`config.mk`:
```
export PLATFORM = sky130hd
export DESIGN_NAME = vram_slot_arbiter
export DESIGN_NICKNAME = d
export VERILOG_FILES = /design/src/rtl/vram_arb_pkg.sv /design/src/rtl/vram_slot_fsm.sv /design/src/rtl/vram_host_buffer.sv /design/src/rtl/vram_pixel_unpack.sv /design/src/rtl/vram_slot_arbiter.sv
export SDC_FILE = /design/constraint.sdc
export NUM_CORES = 1
export LEC_CHECK = 0
export BUFFER_PORTS_ARGS = -buffer_cell sky130_fd_sc_hd__buf_4
export CAP_MARGIN = 15
export CORE_AREA = 3 3 88 90
export DETAILED_ROUTE_END_ITERATION = 16
export DIE_AREA = 0 0 91 93
export PLACE_DENSITY = 0.83
export SYNTH_ARGS = -nofsm -noshare
export SYNTH_HDL_FRONTEND = slang
export SYNTH_SLANG_ARGS = --single-unit
```
`constraint.sdc`:
```
create_clock -name clk -period 3.65 [get_ports clk]
set_clock_uncertainty 0.15 [all_clocks]
set_input_delay 0.73 -clock clk [delete_from_list [all_inputs] [get_ports clk]]
set_output_delay 0.73 -clock clk [all_outputs]
set_load 0.02 [all_outputs]
```
`src/rtl/vram_arb_pkg.sv`:
```
`timescale 1ns/1ps
package vram_arb_pkg;

    typedef enum logic [2:0] {
        ST_IDLE_A,
        ST_IDLE_B,
        ST_DISP_A,
        ST_DISP_B,
        ST_HRD_A,
        ST_HRD_B,
        ST_HWR_A,
        ST_HWR_B
    } slot_state_e;

    localparam int CHAN_W   = 4;
    localparam int NUM_CHAN = 3;
    localparam int COLOUR_W = CHAN_W * NUM_CHAN;

endpackage

```
`src/rtl/vram_slot_fsm.sv`:
```
`timescale 1ns/1ps
module vram_slot_fsm
    import vram_arb_pkg::*;
(
    input  logic clk,
    input  logic rst_n,
    input  logic disp_active,
    input  logic host_pending,
    input  logic host_we,
    output logic slot_edge,
    output logic host_slot,
    output logic disp_done,
    output logic host_done,
    output logic ce_n,
    output logic oe_n,
    output logic we_n,
    output logic drive
);

    slot_state_e state, state_nx;
    logic        host_wants;

    // Host request counts only if it is not the one finishing in this slot
    assign host_wants = host_pending && !host_done;

    always_comb begin
        state_nx = state;
        unique case (state)
            ST_IDLE_A: state_nx = ST_IDLE_B;
            ST_DISP_A: state_nx = ST_DISP_B;
            ST_HRD_A:  state_nx = ST_HRD_B;
            ST_HWR_A:  state_nx = ST_HWR_B;
            ST_IDLE_B, ST_DISP_B, ST_HRD_B, ST_HWR_B: begin
                if (disp_active)     state_nx = ST_DISP_A;
                else if (host_wants) state_nx = host_we ? ST_HWR_A : ST_HRD_A;
                else                 state_nx = ST_IDLE_A;
            end
            default: state_nx = ST_IDLE_A;
        endcase
    end

    always_ff @(posedge clk or negedge rst_n) begin
        if (!rst_n) state <= ST_IDLE_A;
        else        state <= state_nx;
    end

    always_comb begin
        slot_edge = 1'b0;
        host_slot = 1'b0;
        disp_done = 1'b0;
        host_done = 1'b0;
        ce_n      = 1'b1;
        oe_n      = 1'b1;
        we_n      = 1'b1;
        drive     = 1'b0;
        unique case (state)
            ST_IDLE_A: ;
            ST_IDLE_B: slot_edge = 1'b1;
            ST_DISP_A: begin
                ce_n = 1'b0;
                oe_n = 1'b0;
            end
            ST_DISP_B: begin
                ce_n      = 1'b0;
                oe_n      = 1'b0;
                slot_edge = 1'b1;
                disp_done = 1'b1;
            end
            ST_HRD_A: begin
                ce_n      = 1'b0;
                oe_n      = 1'b0;
                host_slot = 1'b1;
            end
            ST_HRD_B: begin
                ce_n      = 1'b0;
                oe_n      = 1'b0;
                host_slot = 1'b1;
                slot_edge = 1'b1;
                host_done = 1'b1;
            end
            ST_HWR_A: begin
                ce_n      = 1'b0;
                drive     = 1'b1;
                host_slot = 1'b1;
            end
            ST_HWR_B: begin
                ce_n      = 1'b0;
                we_n      = 1'b0;
                drive     = 1'b1;
                host_slot = 1'b1;
                slot_edge = 1'b1;
                host_done = 1'b1;
            end
            default: ;
        endcase
    end

endmodule

```
`src/rtl/vram_host_buffer.sv`:
```
`timescale 1ns/1ps
module vram_host_buffer #(
    parameter int ADDR_W = 19,
    parameter int DATA_W = 16
) (
    input  logic              clk,
    input  logic              rst_n,
    input  logic              req,
    input  logic              we,
    input  logic [ADDR_W-1:0] addr,
    input  logic [DATA_W-1:0] wdata,
    input  logic              done,
    input  logic [DATA_W-1:0] sram_rdata,
    output logic              pending,
    output logic              we_q,
    output logic [ADDR_W-1:0] addr_q,
    output logic [DATA_W-1:0] wdata_q,
    output logic              ack,
    output logic [DATA_W-1:0] rdata
);

    always_ff @(posedge clk or negedge rst_n) begin
        if (!rst_n) begin
            pending <= 1'b0;
            we_q    <= 1'b0;
            addr_q  <= '0;
            wdata_q <= '0;
            ack     <= 1'b0;
            rdata   <= '0;
        end else begin
            ack <= 1'b0;
            if (done) begin
                pending <= 1'b0;
                ack     <= 1'b1;
                if (!we_q) rdata <= sram_rdata;
            end else if (req && !pending) begin
                pending <= 1'b1;
                we_q    <= we;
                addr_q  <= addr;
                wdata_q <= wdata;
            end
        end
    end

endmodule

```
`src/rtl/vram_pixel_unpack.sv`:
```
`timescale 1ns/1ps
module vram_pixel_unpack
    import vram_arb_pkg::*;
(
    input  logic                clk,
    input  logic                rst_n,
    input  logic                capture,
    input  logic [COLOUR_W-1:0] word_in,
    output logic                valid,
    output logic [CHAN_W-1:0]   red,
    output logic [CHAN_W-1:0]   green,
    output logic [CHAN_W-1:0]   blue
);

    logic [COLOUR_W-1:0] word_q;
    logic [CHAN_W-1:0]   chan [NUM_CHAN];

    always_ff @(posedge clk or negedge rst_n) begin
        if (!rst_n) begin
            valid  <= 1'b0;
            word_q <= '0;
        end else begin
            valid <= capture;
            if (capture) word_q <= word_in;
        end
    end

    // Channel k takes bits [k*CHAN_W +: CHAN_W]; index order kept, MSB stays MSB
    for (genvar k = 0; k < NUM_CHAN; k++) begin : g_chan
        assign chan[k] = word_q[k*CHAN_W +: CHAN_W];
    end

    assign blue  = chan[0];
    assign green = chan[1];
    assign red   = chan[2];

endmodule

```
`src/rtl/vram_slot_arbiter.sv`:
```
`timescale 1ns/1ps
module vram_slot_arbiter
    import vram_arb_pkg::*;
#(
    parameter int ADDR_W = 19,
    parameter int DATA_W = 16
) (
    input  logic              clk,
    input  logic              rst_n,
    input  logic              disp_active,
    input  logic [ADDR_W-1:0] disp_addr,
    output logic              disp_grant,
    output logic              disp_valid,
    output logic [3:0]        pix_red,
    output logic [3:0]        pix_green,
    output logic [3:0]        pix_blue,
    input  logic              host_req,
    input  logic              host_we,
    input  logic [ADDR_W-1:0] host_addr,
    input  logic [DATA_W-1:0] host_wdata,
    output logic              host_busy,
    output logic              host_ack,
    output logic [DATA_W-1:0] host_rdata,
    output logic [ADDR_W-1:0] sram_addr,
    output logic [DATA_W-1:0] sram_wdata,
    output logic              sram_drive,
    input  logic [DATA_W-1:0] sram_rdata,
    output logic              sram_ce_n,
    output logic              sram_oe_n,
    output logic              sram_we_n
);

    logic              slot_edge;
    logic              host_slot;
    logic              disp_done;
    logic              host_done;
    logic              hb_we;
    logic [ADDR_W-1:0] hb_addr;
    logic [DATA_W-1:0] hb_wdata;
    logic [ADDR_W-1:0] disp_addr_q;

    vram_slot_fsm u_fsm (
        .clk          (clk),
        .rst_n        (rst_n),
        .disp_active  (disp_active),
        .host_pending (host_busy),
        .host_we      (hb_we),
        .slot_edge    (slot_edge),
        .host_slot    (host_slot),
        .disp_done    (disp_done),
        .host_done    (host_done),
        .ce_n         (sram_ce_n),
        .oe_n         (sram_oe_n),
        .we_n         (sram_we_n),
        .drive        (sram_drive)
    );

    vram_host_buffer #(
        .ADDR_W (ADDR_W),
        .DATA_W (DATA_W)
    ) u_host (
        .clk        (clk),
        .rst_n      (rst_n),
        .req        (host_req),
        .we         (host_we),
        .addr       (host_addr),
        .wdata      (host_wdata),
        .done       (host_done),
        .sram_rdata (sram_rdata),
        .pending    (host_busy),
        .we_q       (hb_we),
        .addr_q     (hb_addr),
        .wdata_q    (hb_wdata),
        .ack        (host_ack),
        .rdata      (host_rdata)
    );

    vram_pixel_unpack u_pix (
        .clk     (clk),
        .rst_n   (rst_n),
        .capture (disp_done),
        .word_in (sram_rdata[COLOUR_W-1:0]),
        .valid   (disp_valid),
        .red     (pix_red),
        .green   (pix_green),
        .blue    (pix_blue)
    );

    assign disp_grant = slot_edge && disp_active;

    always_ff @(posedge clk or negedge rst_n) begin
        if (!rst_n)          disp_addr_q <= '0;
        else if (disp_grant) disp_addr_q <= disp_addr;
    end

    assign sram_addr  = host_slot ? hb_addr : disp_addr_q;
    assign sram_wdata = hb_wdata;

endmodule

```
==> impl_results.md <==
* PostCTS Resize Cnt at 0
* Initial antenna violation count at 0
* Clk sinks at between 80 and 90
* Mapped Cells at 225
* Die height at 93 microns
* Routed WL at approximately 7600 microns
* Fill count at approximately 540
* CTS tree: yes
* Synth warn at 0
* Share of the yosys chip area belonging to registers at between 60% and 70%
* Placed Cells at ~460
* Pin count of the biggest net entering global routing at 51
* Worst R2R Path Depth at 4
* Mapped Nets at 300
* Netlist Area Pre-Place at roughly 0.0036 sq mm
* Pwr dens at about 630 mW/mm^2
* Maximum fanout along the worst path at 16
* Max frequency at ~370 MHz
* Post-DP HPWL at about 5700 microns
* All-Layer GR Usage at between 10% and 20%
* Rel. slew slack at 39.8%
* Post-synth EDFFs at 0
* R2R Path End: u_host.rdata[2]
* Vias in the first global route at approximately 2500
* RSZ-0062 raised after global routing: no
* Syn avg cell area at around 16 sq um
* Number of buffers created by CTS at 9
* Crit path time final at roughly 2.7 ns
* Post-synth ARST share at 100%
* Fin cells at around 480
* Area Growth Syn to Fin at 37.0%
* Area of the die at 0.00846 sq mm
* Tightest Pin Transition at between 0.9 and 1 ns
* Gp weighted congestion at 0.725
* Wire per inst at between 15 and 20 microns
* Post-CTS Hold Fix Bufs at 0
* Startpoint Class: flop
* Register area at 0.00223 sq mm
* Final setup viols at 0
* Number of top-level pins at approximately 150
* Count leader, synth: mux2_2
* Clk buf depth at 2
* H-Tree Depth at 3
* Std cell rows at 31
* Worst skew pair latency at 0.34 ns
* Root buffer cell: clkbuf_8
* Drt pass-1 iters at 4
* GRT Residual Overflow at 0
* Post-layout net count at 450
* Core footprint at a little over 0.007 sq mm
* I/O Buffers at 145
* First-pass GRT wire length at approximately 12000 microns
* Dominant cells by area after synthesis: dfrtp_1 (62%), mux2_2 (29%), mux2_4 (4.2%)
* Total power at between 3 and 4 mW
* Worst R2R Start: u_fsm.state[2]
* # DRC at 0
* Hold Vio Cnt, Final at 0
* Drt via density at ~5
* Initial DRC count at 95
* P_leak at around 2.4 nW
* Status: finished, final reports clean
* Worst Path Required at about 2.8 ns
* Hold_ws at roughly 0.24 ns
* CTS clk-pin slew, worst paths at around 0.08 ns
* Area taken by multi-input logic gates at between 0.001 and 0.0015 sq mm
* Peak VDD IR at roughly 0.00026 V
* Setup CP Type: reg2out
* Max Cap Viol at 0
* Reg2Reg Setup Slack at roughly 1.4 ns
* Yosys reg bits at between 80 and 90
* Part of the cycle the worst path needs at 73.2%
* Share of layout cells above drive strength 1 at between 70 and 80%
* Final ANT Viol Nets at 0
* Yosys top cell area share at between 60% and 70%
* Setup TNS at 0 ns
* # diodes at 0
* Slew Limit Fails at 0
* Top FF cell, synth: dfrtp_1
* Hold Crit Class: in2async
* Critical Path AT at 1.79 ns
* Setup bufs post-CTS at 0
* Post-synth cell types at 19
* Die width at approximately 91 microns
* Worst Setup End Kind: output pin
* Vias at 2342
* Initial core utilization at about half
* Top cells by count, synth: mux2_2 (92), dfrtp_1 (89), mux2_4 (10)
* Yosys top cell by area: dfrtp_1
worst max path at each step:
stage                              start       endpoint  slack [ns]  depth (start not counted)
after floorplan              disp_active     disp_grant        1.66                          3
after global placement    u_fsm.state[2]  sram_addr[16]        1.37                          3
after detailed placement  u_fsm.state[2]  sram_addr[16]        1.33                          3
after CTS                 u_fsm.state[2]  sram_addr[16]        0.95                          3
after global routing      u_fsm.state[2]  sram_addr[16]        0.89                          3
final                     u_fsm.state[2]  sram_addr[13]        0.98                          3
per-layer routing:
layer	share of wire [%]	global-route usage [%]	wire [microns]	vias up
met5	0	0	0	-
met4	1.2	6.78	95	0
met3	6.9	6.03	526	7
met2	48	30.2	3680	96
met1	43	23.7	3310	1160
li1	-	-	-	1079
worst max-delay path, stage by stage, from the launching register on:
cell	delay, ns
dfrtp_1	0.59
buf_4	0.33
mux2_2	0.37
buf_4	0.16
kinds of logic (layout without fill, tap and decap cells):
kind of cell           after synthesis  count (layout)  synth area share [%]
flip-flops                          89              89                  61.6
multiplexers                       102             102                  32.8
AND/OR/NAND/NOR                     13              13                  1.83
XOR/XNOR                             1               1                 0.242
AO/OA/AOI/OAI                        3               3                 0.450
buffers and inverters               17             171                  3.05
cell type report:
class	count	area share, %
flip-flops and latches	89	45.0
multi-input cells	119	25.8
repair buffers	151	22.9
clock buffers	10	2.78
well taps	99	2.50
clock inverters	5	0.657
inverters	5	0.379
power by group:
group          leakage, nW  internal [mW]  switching [mW]
Sequential            1.04           1.25           0.147
Combinational         1.26          0.613           0.532
Clock               0.0802          0.260           0.322
Total                 2.38           2.12            1.00
cell usage in the layout, fill, tap and decap left out:
cell and n:
a21oi_1 1, mux2_4 10, mux2_2 92, nand2_2 1, a31oi_1 1, clkinv_2 2, nand3b_1 2, nor2_1 4
xnor2_1 1, o21ai_0 1, inv_1 5, clkinvlp_4 3, buf_4 151, or2_1 1, nor2b_1 1, dfrtp_1 89
nand2_1 3, and2_1 1, clkbuf_8 10
metrics by stage:
stage                     setup slack [ns]  area (sq um)  utilization [%]
after floorplan                       1.66          3610                -
after global placement                1.37          4780             67.0
after detailed placement              1.33          4780             67.0
after CTS                            0.948          4950             69.4
after global routing                 0.888          4950             69.4
final                                0.979          4950             69.4
registers in the layout, indices dropped and copies added, names as in the netlist:
name	count
u_host.wdata_q	16
u_host.we_q	1
u_fsm.state	3
disp_addr_q	19
u_host.rdata	16
u_host.pending	1
u_host.addr_q	19
u_pix.valid	1
u_host.ack	1
u_pix.word_q	12
Power figures use the tool's default switching activity.
